[src/rtl/pwr_watch_pkg.sv]
`timescale 1ns/1ps
// Shared types for the watch-mode power sequencer.
// Assumes: mode codes are visible at the top-level port, so their values are fixed.
package pwr_watch_pkg;
    typedef enum logic [1:0] {
        MODE_HIGH  = 2'd0,
        MODE_MED   = 2'd1,
        MODE_SUB   = 2'd2,
        MODE_WATCH = 2'd3
    } pwr_mode_e;

    typedef enum logic [1:0] {
        ST_RUN    = 2'd0,
        ST_WATCH  = 2'd1,
        ST_SETTLE = 2'd2
    } seq_state_e;
endpackage

[src/rtl/pwr_wake_qual.sv]
`timescale 1ns/1ps
// Wake qualification: merges the wake sources into one request.
// NMI is unconditional; the timer needs its enable and a clear CPU mask;
// each external pin needs its own enable. Assumes synchronous inputs.
module pwr_wake_qual #(
    parameter int NIRQ = 4
) (
    input  logic            nmi,
    input  logic            tmr_irq,
    input  logic            tmr_irq_en,
    input  logic            cpu_mask,
    input  logic [NIRQ-1:0] ext_irq,
    input  logic [NIRQ-1:0] ext_irq_en,
    output logic            wake
);
    logic [NIRQ-1:0] pin_hit;
    logic            tmr_hit;

    // One gate per external pin: it counts only when enabled.
    for (genvar k = 0; k < NIRQ; k++) begin : g_pin
        assign pin_hit[k] = ext_irq[k] & ext_irq_en[k];
    end

    // Timer request counts when enabled and not masked by the CPU.
    assign tmr_hit = tmr_irq & tmr_irq_en & ~cpu_mask;

    // Combine all qualified sources.
    assign wake = nmi | tmr_hit | (|pin_hit);

    // Checks on source qualification.
    always_comb begin
        p_nmi_wakes_r6: assert (!nmi || wake);
        p_masked_quiet_r7: assert (nmi || (|(ext_irq & ext_irq_en)) || !(tmr_irq && cpu_mask) || !wake);
    end
endmodule

[src/rtl/pwr_settle_timer.sv]
`timescale 1ns/1ps
// Oscillator settling down-counter. A load sets it to 2^(sel+BASE)-1;
// it then counts to zero, where done is reported. Assumes BASE >= 1.
module pwr_settle_timer #(
    parameter int STS_W       = 3,
    parameter int SETTLE_BASE = 8
) (
    input  logic             clk,
    input  logic             rst_n,
    input  logic             load,
    input  logic [STS_W-1:0] sel,
    output logic             done
);
    localparam int CNT_W = SETTLE_BASE + (1 << STS_W) - 1;
    localparam logic [CNT_W:0] ONE = {{CNT_W{1'b0}}, 1'b1};

    logic [CNT_W-1:0] cnt;
    logic [CNT_W:0]   span;

    // Load value: wait length minus one.
    always_comb span = (ONE << (int'(sel) + SETTLE_BASE)) - ONE;

    // Count register: load on wake, otherwise step down to zero.
    always_ff @(posedge clk) begin
        if (!rst_n)          cnt <= '0;
        else if (load)       cnt <= span[CNT_W-1:0];
        else if (cnt != '0)  cnt <= cnt - 1'b1;
    end

    assign done = (cnt == '0);

    p_load_nonzero_r9: assert property (@(posedge clk) disable iff (!rst_n)
        load |=> !done);
    p_step_down_r9: assert property (@(posedge clk) disable iff (!rst_n)
        (!load && cnt != '0) |=> cnt == $past(cnt) - 1'b1);
endmodule

[src/rtl/pwr_mode_fsm.sv]
`timescale 1ns/1ps
// Mode state machine: active run, watch, settling. It captures the resume
// mode at wake and raises a one-cycle start strobe when a wake completes.
// Assumes the settling timer reports done only after a load has elapsed.
module pwr_mode_fsm
    import pwr_watch_pkg::*;
(
    input  logic       clk,
    input  logic       rst_n,
    input  logic       sleep_req,
    input  logic       entry_ok,
    input  logic       wake,
    input  logic       low_speed_sel,
    input  logic       med_sel,
    input  logic       settle_done,
    output logic       settle_load,
    output logic       asleep,
    output logic       irq_start,
    output logic [1:0] cur_mode
);
    seq_state_e state;
    pwr_mode_e  mode;
    pwr_mode_e  target;

    // Sequencer: reset first, then the per-state transitions.
    always_ff @(posedge clk) begin
        if (!rst_n) begin
            state     <= ST_RUN;
            mode      <= MODE_HIGH;
            target    <= MODE_HIGH;
            irq_start <= 1'b0;
        end else begin
            irq_start <= 1'b0;
            case (state)
                ST_RUN: begin
                    if (sleep_req && entry_ok) state <= ST_WATCH;
                end
                ST_WATCH: begin
                    if (wake) begin
                        if (low_speed_sel) begin
                            mode      <= MODE_SUB;
                            state     <= ST_RUN;
                            irq_start <= 1'b1;
                        end else begin
                            target <= med_sel ? MODE_MED : MODE_HIGH;
                            state  <= ST_SETTLE;
                        end
                    end
                end
                ST_SETTLE: begin
                    if (settle_done) begin
                        mode      <= target;
                        state     <= ST_RUN;
                        irq_start <= 1'b1;
                    end
                end
                default: state <= ST_RUN;
            endcase
        end
    end

    // Start the settling count on a full-speed wake.
    assign settle_load = (state == ST_WATCH) && wake && !low_speed_sel;
    // Clocks are held off in watch and settling.
    assign asleep      = (state != ST_RUN);
    // Report watch while asleep, the stored mode otherwise.
    assign cur_mode    = asleep ? MODE_WATCH : mode;

    p_enter_r2: assert property (@(posedge clk) disable iff (!rst_n)
        (state == ST_RUN && sleep_req && entry_ok) |=> cur_mode == MODE_WATCH);
    p_refuse_r3: assert property (@(posedge clk) disable iff (!rst_n)
        (state == ST_RUN && sleep_req && !entry_ok) |=> (state == ST_RUN && cur_mode == $past(cur_mode)));
    p_hold_r7: assert property (@(posedge clk) disable iff (!rst_n)
        (state == ST_WATCH && !wake) |=> state == ST_WATCH);
    p_sub_wake_r8: assert property (@(posedge clk) disable iff (!rst_n)
        (state == ST_WATCH && wake && low_speed_sel) |=> (cur_mode == MODE_SUB && irq_start));
    p_single_pulse_r10: assert property (@(posedge clk) disable iff (!rst_n)
        irq_start |=> !irq_start);
    p_settle_hold_r12: assert property (@(posedge clk) disable iff (!rst_n)
        (state == ST_SETTLE && !settle_done) |=> state == ST_SETTLE);
endmodule

[src/rtl/pwr_watch_ctrl.sv]
`timescale 1ns/1ps
// Watch-mode power sequencer top. It qualifies wake sources, runs the mode
// state machine and the settling timer, and drives the clock and port gates.
// Assumes all inputs are synchronous to clk; rst_n is the reset pin.
module pwr_watch_ctrl #(
    parameter int NIRQ        = 4,
    parameter int STS_W       = 3,
    parameter int SETTLE_BASE = 8
) (
    input  logic             clk,
    input  logic             rst_n,
    input  logic             sleep_req,
    input  logic             sby_en,
    input  logic             direct_xfer,
    input  logic             tmr_watch,
    input  logic             low_speed_sel,
    input  logic             med_sel,
    input  logic [STS_W-1:0] settle_sel,
    input  logic             nmi,
    input  logic             tmr_irq,
    input  logic             tmr_irq_en,
    input  logic             cpu_mask,
    input  logic [NIRQ-1:0]  ext_irq,
    input  logic [NIRQ-1:0]  ext_irq_en,
    output logic             cpu_clk_en,
    output logic             periph_clk_en,
    output logic             timer_clk_en,
    output logic             port_oe_allow,
    output logic             irq_start,
    output logic [1:0]       cur_mode
);
    logic wake;
    logic entry_ok;
    logic settle_load;
    logic settle_done;
    logic asleep;

    // Watch entry needs standby on, direct transfer off, timer watch on.
    assign entry_ok = sby_en & ~direct_xfer & tmr_watch;

    pwr_wake_qual #(.NIRQ(NIRQ)) u_wake (
        .nmi        (nmi),
        .tmr_irq    (tmr_irq),
        .tmr_irq_en (tmr_irq_en),
        .cpu_mask   (cpu_mask),
        .ext_irq    (ext_irq),
        .ext_irq_en (ext_irq_en),
        .wake       (wake)
    );

    pwr_settle_timer #(.STS_W(STS_W), .SETTLE_BASE(SETTLE_BASE)) u_settle (
        .clk   (clk),
        .rst_n (rst_n),
        .load  (settle_load),
        .sel   (settle_sel),
        .done  (settle_done)
    );

    pwr_mode_fsm u_fsm (
        .clk           (clk),
        .rst_n         (rst_n),
        .sleep_req     (sleep_req),
        .entry_ok      (entry_ok),
        .wake          (wake),
        .low_speed_sel (low_speed_sel),
        .med_sel       (med_sel),
        .settle_done   (settle_done),
        .settle_load   (settle_load),
        .asleep        (asleep),
        .irq_start     (irq_start),
        .cur_mode      (cur_mode)
    );

    // Clock and port gates follow the asleep flag; the timer never stops.
    assign cpu_clk_en    = ~asleep;
    assign periph_clk_en = ~asleep;
    assign timer_clk_en  = 1'b1;
    assign port_oe_allow = ~asleep;

    p_watch_gates_r4: assert property (@(posedge clk) disable iff (!rst_n)
        (cur_mode == 2'd3) |-> (!cpu_clk_en && !periph_clk_en && timer_clk_en));
    p_ports_off_r5: assert property (@(posedge clk) disable iff (!rst_n)
        (cur_mode == 2'd3) |-> !port_oe_allow);
    p_strobe_active_r10: assert property (@(posedge clk) disable iff (!rst_n)
        irq_start |-> (cur_mode != 2'd3 && $past(cur_mode) == 2'd3));
endmodule

[config.mk]
export PLATFORM = sky130hd
export DESIGN_NAME = pwr_watch_ctrl
export DESIGN_NICKNAME = d
export VERILOG_FILES = /design/src/rtl/pwr_watch_pkg.sv /design/src/rtl/pwr_wake_qual.sv /design/src/rtl/pwr_settle_timer.sv /design/src/rtl/pwr_mode_fsm.sv /design/src/rtl/pwr_watch_ctrl.sv
export SDC_FILE = /design/constraint.sdc
export NUM_CORES = 1
export LEC_CHECK = 0
export ABC_AREA = 1
export BUFFER_PORTS_ARGS = -buffer_cell sky130_fd_sc_hd__buf_4
export CAP_MARGIN = 20
export CORE_ASPECT_RATIO = 1.75
export CORE_MARGIN = 2
export CORE_UTILIZATION = 45
export CTS_CLUSTER_DIAMETER = 30
export DETAILED_ROUTE_END_ITERATION = 12
export PLACE_DENSITY = 0.77
export SETUP_SLACK_MARGIN = 0.3
export SYNTH_ARGS = -nofsm -noshare
export SYNTH_HDL_FRONTEND = slang
export SYNTH_SLANG_ARGS = --single-unit
[constraint.sdc]
create_clock -name clk -period 2 [get_ports clk]
set_input_delay 0.3 -clock clk [delete_from_list [all_inputs] [get_ports clk]]
set_output_delay 0.3 -clock clk [all_outputs]
set_load 0.005 [all_outputs]
==> impl_metrics.json, run 1 <==
{
  "dp_hpwl_um": 2700,
  "hold_buffers": 0,
  "path_clk_slew_ps": 80,
  "drcViolationCount": 0,
  "period_share_pct": 87.2,
  "min_period_ps": 1740,
  "syn-num-nets": 247,
  "num_io_pins": 30,
  "maxCapViolations": 0,
  "drt_iter0_drc": 38,
  "die_w_um": 47.1,
  "vias": 1458,
  "syn_inst": 220,
  "layout_common_cells": "45 x nand2_1, 35 x buf_4, 26 x inv_1",
  "finalSetupViolCount": 0,
  "clkLatencyLatePin_ps": 270,
  "die_height_um": 79.4,
  "cp-start-kind": "flop",
  "synth_cell_type_count": 27,
  "syn_to_final_growth_pct": 28.7,
  "port_buffers": 28,
  "grt_max_degree": 13,
  "drive_above_1_share_pct": 33.5,
  "timing.rr.end": "u_settle.cnt[10]",
  "cts_tree": "yes",
  "wl_per_cell_um": 11.8,
  "seq_area_frac_synth_pct": 28.7,
  "vias_per_cell": 4.91,
  "avgSynthCellArea_um2": 6.65,
  "htreeDepth": 1,
  "max_freq_mhz": 574,
  "numCtsBuffers": 3,
  "total_power_w": 0.00263,
  "antenna_found_initial": 0,
  "busiest_layer": "met2",
  "end_kind": "flop",
  "status": "finished, final reports clean",
  "rsz0062_at_grt": "true",
  "crit_required_ps": 2140,
  "drv_slew": 0,
  "grt_use_total_pct": 21.6,
  "overflow": 0,
  "first_global_vias": 1441,
  "cts_root_buffer": "clkbuf_8",
  "hold_viol": 0,
  "core_area_um2": 3140,
  "fin_skew_ps": 9.26,
  "critPathKind": "reg2reg",
  "start_util_pct": 46.6,
  "reg2reg_from": "u_fsm.state[1]",
  "fin_util_pct": 59.9,
  "holdPathStages": 3,
  "die-area_um2": 3740,
  "r2r_slack_ps": 260,
  "power.density_nw_per_um2": 1400,
  "hold_path_class": "in2reg",
  "nets": 282,
  "cts_buffer_depth": 2,
  "placementRows": 27,
  "synth_area_um2": 1460,
  "hp-start": "rst_n",
  "routed_wl_um": 3500,
  "grtUsageMet2_pct": 40.1,
  "grt_use_met1_pct": 21.4,
  "use_met3_pct": 1.58,
  "vdd_drop_max_uv": 700,
  "grt_pass1_wl_um": 5910,
  "p_leak_nw": 0.935,
  "first_pass_iters": 4,
  "antenna_left": 0,
  "place_congestion": 0.898,
  "rr_worst_depth": 14,
  "ys_seq_elements": 21,
  "layout_commonest_cell": "nand2_1",
  "cts.sinks": 21,
  "worstPathMaxFanout": 6,
  "worstPathArrival_ps": 1880,
  "yosysWarningCount": 0,
  "setup_tns_ps": 0,
  "antenna_cells": 0,
  "min_to": "u_settle.cnt[5]"
}
## registers in the layout, summed over array words and instances, names as in the netlist
| name | flops |
|---|---|
| u_settle.cnt | 15 |
| u_fsm.mode | 2 |
| u_fsm.state | 2 |
| u_fsm.irq_start | 1 |
| u_fsm.target | 1 |
## kinds of logic (layout without fill, tap and decap cells)
| group | Yosys count | count (layout) | synth area share [%] |
|---|---|---|---|
| AND/OR/NAND/NOR | 127 | 127 | 43.6 |
| other | 1 | 1 | 0.256 |
| flip-flops | 21 | 21 | 28.7 |
| AO/OA/AOI/OAI | 27 | 27 | 10.3 |
| adder cells (fa/ha/maj) | 4 | 4 | 3.42 |
| XOR/XNOR | 3 | 3 | 1.80 |
| buffers and inverters | 37 | 71 | 11.9 |
## through the flow
stage / instances / worst slack, ps / cell area [µm²] / hold WS (ps)
floorplan: 220 / 126 / 1490 / 429
global placement: 287 / 155 / 1710 / 438
detailed placement: 287 / 121 / 1710 / 445
CTS: 294 / 270 / 1830 / 292
global route: 297 / 140 / 1880 / 334
finish: 297 / 257 / 1880 / 318
## synth_stat cells, drive strengths merged
| cell | number | share of area, % |
|---|---|---|
| nand3 | 23 | 8.2 |
| conb | 1 | 0.26 |
| clkbuf | 1 | 0.26 |
| o21ai | 8 | 2.7 |
| nand2 | 64 | 21 |
| xor2 | 3 | 1.8 |
| a21oi | 17 | 6.6 |
| o31ai | 1 | 0.51 |
| dfxtp | 21 | 29 |
| nand4 | 2 | 0.86 |
| ha | 4 | 3.4 |
| o22ai | 1 | 0.43 |
| inv | 31 | 8.0 |
| nor2 | 35 | 12 |
| buf | 5 | 3.7 |
| nor3 | 3 | 1.0 |
## layer usage
| layer | wire [µm] | share of wire (%) |
|---|---|---|
| met1 | 1280 | 37 |
| met2 | 1990 | 57 |
| met3 | 79 | 2.3 |
| met4 | 150 | 4.3 |
| met5 | 0 | 0 |
## what timing repair did
item,4_1_cts,5_1_grt
pin swaps,5,2
resized for setup,11,10
endpoints found under the hold margin,0,0
gates cloned,0,0
setup buffers,3,3
endpoints found under the setup margin,11,12
## worst max-delay path: stages, from the launching register on
cell,delay (ps)
dfxtp_2,330
inv_2,80
ha_4,140
inv_4,50
nor2_8,120
nand2_8,90
nand2_4,80
ha_4,120
inv_2,40
a21oi_4,140
nand2_4,90
nor2_4,140
nor2_1,60
nor2_1,80
a21oi_1,70
## worst max-delay path by stage
stage                        start          endpoint  slack (ps)  cells after the start
global placement    u_fsm.state[1]  u_settle.cnt[13]         160                     14
floorplan           u_fsm.state[1]   u_settle.cnt[8]         130                     14
global route        u_fsm.state[1]  u_settle.cnt[14]         140                     14
CTS                 u_fsm.state[1]  u_settle.cnt[10]         270                     14
finish              u_fsm.state[1]  u_settle.cnt[10]         260                     14
detailed placement  u_fsm.state[1]  u_settle.cnt[13]         120                     14
## where the power goes
part           total (W)  leakage [nW]  internal [W]  switching, W
sequential      0.000654         0.173      0.000555     0.0000986
combinational    0.00170         0.736      0.000687       0.00101
clock           0.000285        0.0255      0.000139      0.000146
total            0.00263         0.935       0.00138       0.00125
## cell type report
cell class / count / area (µm²)
Multi-Input combinational cell: 162 / 963
Clock buffer: 3 / 41.3
Tap cell: 43 / 53.8
Timing Repair Buffer: 36 / 274
Sequential cell: 21 / 423
Fill cell: 306 / 1260
Inverter: 31 / 121
Clock inverter: 1 / 5.00
Note: power is estimated with default switching activity, not from simulation.
==> inputs of run 2 (changes only) <==
--- a/config.mk
+++ b/config.mk
@@ -13,7 +13,7 @@
 export CORE_UTILIZATION = 45
 export CTS_CLUSTER_DIAMETER = 30
 export DETAILED_ROUTE_END_ITERATION = 12
-export PLACE_DENSITY = 0.77
+export PLACE_DENSITY_LB_ADDON = 0.05
 export SETUP_SLACK_MARGIN = 0.3
 export SYNTH_ARGS = -nofsm -noshare
 export SYNTH_HDL_FRONTEND = slang
==> impl_metrics.json, run 2 (synthesis gave the netlist of run 1 again) <==
{
  "cp_slowest_stage_delay_ps": 330,
  "vias_per_cell": 4.86,
  "grt_max_degree": 13,
  "drive_above_1_share_pct": 36.9,
  "cts_tree": "yes",
  "cts_root_buffer": "clkbuf_8",
  "rsz0062_at_grt": "true",
  "placementRows": 27,
  "hold_path_class": "in2reg",
  "finalSetupViolCount": 0,
  "place_congestion": 0.837,
  "antenna_found_initial": 0,
  "worstPathArrival_ps": 1920,
  "fillers": 319,
  "overflow": 0,
  "grt_pass1_wl_um": 5800,
  "dpl-instance-area_um2": 1730,
  "fin_util_pct": 62.3,
  "worstPathMaxFanout": 7,
  "num_io_pins": 30,
  "p_leak_nw": 0.965,
  "routed_wl_um": 3330,
  "clkLatencyLatePin_ps": 270,
  "drv_slew": 0,
  "numCtsBuffers": 3,
  "path_clk_slew_ps": 90,
  "htreeDepth": 1,
  "layout_commonest_cell": "nand2_1",
  "vias": 1472,
  "cts.sinks": 21,
  "regMostFlops": "u_settle.cnt",
  "nets": 288,
  "power.density_nw_per_um2": 1410,
  "r2r_slack_ps": 240,
  "reg_top3": "u_settle.cnt: 15 flops, u_fsm.mode: 2 flops, u_fsm.state: 2 flops",
  "cp-start-kind": "flop",
  "die_height_um": 79.4,
  "syn_to_final_growth_pct": 33.8,
  "dp_hpwl_um": 2590,
  "end_kind": "flop",
  "period_share_pct": 87.8,
  "crit_required_ps": 2160,
  "drt_iter0_drc": 22,
  "die-area_um2": 3740,
  "cpLargestDelayFamily": "simple AND/OR/NAND/NOR gates",
  "fin_skew_ps": 4.59,
  "grt_use_total_pct": 20.7,
  "first_global_vias": 1408,
  "antenna_left": 0,
  "setup_tns_ps": 0,
  "wl_per_cell_um": 11.0,
  "critPathKind": "reg2reg",
  "instances_no_fill": 303,
  "cp_num_buf_inv": 3,
  "path_cells": "inv_2, ha_4, inv_4, nor2_8, nand2_8, nand2_4, ha_4, inv_2, a21oi_4, nand2_4, nor2_4, a21oi_2, nor2_1, nor2_1",
  "fin_area_um2": 1960,
  "min_period_ps": 1760,
  "dp_cells": 288,
  "core_area_um2": 3140,
  "cts_buffer_depth": 2,
  "layout_common_cells": "43 x nand2_1, 40 x buf_4, 25 x inv_1",
  "die_w_um": 47.1,
  "first_pass_iters": 4,
  "status": "finished, final reports clean",
  "vdd_drop_max_uv": 855,
  "largest_reg_flops": 15,
  "port_buffers": 28,
  "start_util_pct": 46.6,
  "hold_buffers": 0,
  "maxCapViolations": 0,
  "drcViolationCount": 0,
  "antenna_cells": 0,
  "crit_path_top_delay_cell": "dfxtp_2",
  "max_freq_mhz": 570,
  "hold_viol": 0
}
-- run 2: final timing paths --
check                  from               end  depth (start not counted)
min reg2reg   u_fsm.mode[1]     u_fsm.mode[1]                          2
min                 med_sel   u_fsm.target[0]                          3
max          u_fsm.state[1]  u_settle.cnt[14]                         14
max reg2reg  u_fsm.state[1]  u_settle.cnt[14]                         14
-- run 2: timing repair --
| item | 4_1_cts | 5_1_grt |
|---|---|---|
| pin swaps | 7 | 5 |
| gates cloned | 0 | 0 |
| setup buffers | 5 | 6 |
| resized for setup | 13 | 13 |
| setup endpoints to repair | 11 | 11 |
-- run 2: per-layer routing --
metal,share of wire (%),global-route usage (%),wire (µm)
met5,0,0,0
met4,3.8,10.8,125
met2,54,36.4,1810
met1,40,22.8,1320
met3,2.3,2.04,76
-- run 2: final cells by class --
cell class                 instances  area [µm²]  share of cell area (%)
timing repair buffer              42         332                    16.9
tap                               43        53.8                    2.75
sequential                        21         423                    21.6
multi-input combinational        162         981                    50.1
clock buffer                       3        41.3                    2.11
clock inverter                     1        5.00                   0.256
inverter                          31         121                    6.20
-- run 2: where the power goes --
group	internal, W	total [W]	switching [W]	leakage, nW
clock	0.000139	0.000297	0.000158	0.0255
combinational	0.000765	0.00181	0.00104	0.766
sequential	0.000555	0.000652	0.0000973	0.173
total	0.00146	0.00276	0.00130	0.965
-- run 2: worst reg2reg max path: stages (launching register included) --
cell	delay, ps
dfxtp_2	330
inv_2	70
ha_4	140
inv_4	50
nor2_8	110
nand2_8	90
nand2_4	70
ha_4	120
inv_2	40
a21oi_4	160
nand2_4	90
nor2_4	160
a21oi_2	70
nor2_1	110
nor2_1	50
-- run 2: stage by stage --
stage               hold WS, ps  total power (W)  setup slack [ps]
floorplan                   429          0.00183               126
global placement            449          0.00216               139
detailed placement          455          0.00216               101
CTS                         298          0.00258               236
global route                307          0.00300               125
finish                      287          0.00276               245
==> inputs of run 3 (changes only) <==
--- a/config.mk
+++ b/config.mk
@@ -8,7 +8,6 @@
 export ABC_AREA = 1
 export BUFFER_PORTS_ARGS = -buffer_cell sky130_fd_sc_hd__buf_4
 export CAP_MARGIN = 20
-export CORE_ASPECT_RATIO = 1.75
 export CORE_MARGIN = 2
 export CORE_UTILIZATION = 45
 export CTS_CLUSTER_DIAMETER = 30
==> impl_metrics.json, run 3 (synthesis gave the netlist of run 1 again) <==
{
  "largest_reg_flops": 15,
  "maxCapViolations": 0,
  "path_cells": "inv_2, ha_4, inv_4, nor2_8, nand2_8, nand2_4, ha_4, inv_4, a21oi_4, nand2_4, nor2_4, a21oi_2, nor2_1, nor2_1",
  "status": "finished, final reports clean",
  "p_int_w": 0.00139,
  "crit_required_ps": 2210,
  "fillers": 294,
  "crit_path_top_delay_cell": "dfxtp_2",
  "die-area_um2": 3720,
  "grt_max_degree": 12,
  "nets": 291,
  "antenna_left": 0,
  "period_share_pct": 89.0,
  "cp_slowest_stage_delay_ps": 350,
  "syn_to_final_growth_pct": 32.0,
  "port_buffers": 28,
  "cts_root_buffer": "clkbuf_4",
  "numCtsBuffers": 3,
  "reg_top3": "u_settle.cnt: 15 flops, u_fsm.mode: 2 flops, u_fsm.state: 2 flops",
  "cp-start-kind": "flop",
  "cts_tree": "yes",
  "layout_commonest_cell": "nand2_1",
  "min_period_ps": 1780,
  "multiInputGateArea_um2": 975,
  "hold_buffers": 0,
  "drt_iter0_drc": 33,
  "comb_power_share_pct": 67.1,
  "regArea_um2": 423,
  "start_util_pct": 47.5,
  "hold_viol": 0,
  "grt_pass1_wl_um": 5490,
  "vdd_drop_max_uv": 773,
  "place_congestion": 0.858,
  "critPathKind": "reg2reg",
  "vias_per_cell": 4.67,
  "p_clk_share_pct": 8.2,
  "pre_cts_ws_ps": 60.9,
  "antenna_cells": 0,
  "worstPathMaxFanout": 5,
  "setup_tns_ps": 0,
  "layout_setup_ws_ps": 219,
  "core_area_um2": 3080,
  "die_w_um": 61.0,
  "switching_share_pct": 47.2,
  "overflow": 0,
  "grt_use_total_pct": 19.3,
  "drcViolationCount": 0,
  "clkLatencyLatePin_ps": 310,
  "p_leak_nw": 0.959,
  "switchingPower_w": 0.00124,
  "cpLargestDelayFamily": "simple AND/OR/NAND/NOR gates",
  "cts_buffer_depth": 2,
  "num_io_pins": 30,
  "rsz0062_at_grt": "true",
  "htreeDepth": 1,
  "max_freq_mhz": 562,
  "total_power_w": 0.00263,
  "first_global_vias": 1314,
  "seqPwrFrac_pct": 24.6,
  "die_height_um": 61.0,
  "cp_num_buf_inv": 3,
  "worstPathArrival_ps": 1990,
  "fin_skew_ps": 3.04,
  "placementRows": 20,
  "power.density_nw_per_um2": 1360,
  "fin_util_pct": 62.7,
  "regMostFlops": "u_settle.cnt",
  "hold_path_class": "in2reg",
  "first_pass_iters": 4,
  "end_kind": "flop",
  "vias": 1434,
  "wl_per_cell_um": 10.7,
  "cts.sinks": 21,
  "drv_slew": 0,
  "dp_hpwl_um": 2410,
  "routed_wl_um": 3270,
  "path_clk_slew_ps": 130,
  "drive_above_1_share_pct": 35.7,
  "antenna_found_initial": 0,
  "layout_common_cells": "45 x nand2_1, 44 x buf_4, 26 x inv_1",
  "finalSetupViolCount": 0
}
run 3: cell types whose count changed in the layout (fill, tap and decap cells not counted), sizes merged:
cell	delta
nand2	+1
clkinv	-1
clkbuf	+1
buf	+2
run 3: repair_timing:
| action | in CTS | in global routing |
|---|---|---|
| gates cloned | 1 | 0 |
| pin swaps | 6 | 3 |
| buffers inserted | 6 | 6 |
| endpoints found under the hold margin | 0 | 0 |
| resized for setup | 12 | 8 |
| endpoints found under the setup margin | 11 | 13 |
run 3: power by group through the flow:
stage / Sequential (W) / Clock, W / Combinational (W)
after floorplan: 0.000628 / 0 / 0.00120
after global placement: 0.000644 / 0 / 0.00149
after detailed placement: 0.000645 / 0 / 0.00149
after CTS: 0.000642 / 0.000223 / 0.00164
after global routing: 0.000662 / 0.000236 / 0.00198
final: 0.000648 / 0.000217 / 0.00177
run 3: stage by stage:
step           hold WS, ps  cells  cell area [µm²]
3_5_place_dp           452    290             1720
6_report               243    307             1930
3_3_place_gp           447    290             1720
2_1_floorplan          429    220             1490
4_1_cts                248    301             1860
5_1_grt                267    307             1930
run 3: tightest hold or removal path, stage by stage:
cell	delay, ps
buf_4	80
o21ai_0	70
nor2_1	80
run 3: per-layer routing:
layer | share of wire [%] | vias to the layer above | track usage [%]
met2 | 51 | 9 | 34.1
met4 | 0.46 | 0 | 4.66
met1 | 47 | 647 | 25.6
met3 | 1.6 | 2 | 1.89
li1 | - | 776 | -
met5 | 0 | - | 0
run 3: final cells by class:
cell class | instances | share of cell area [%]
multi-input combinational | 163 | 50.5
sequential | 21 | 21.9
timing repair buffer | 44 | 17.1
inverter | 31 | 6.29
tap | 44 | 2.85
clock buffer | 4 | 1.36
run 3: final timing paths:
| kind | start | to | slack, ps | depth (start not counted) |
|---|---|---|---|---|
| max | u_fsm.state[1] | u_settle.cnt[14] | 220 | 14 |
| min | med_sel | u_fsm.target[0] | 240 | 3 |
| max reg2reg | u_fsm.state[1] | u_settle.cnt[14] | 220 | 14 |
| min reg2reg | u_fsm.mode[1] | u_fsm.mode[1] | 460 | 2 |
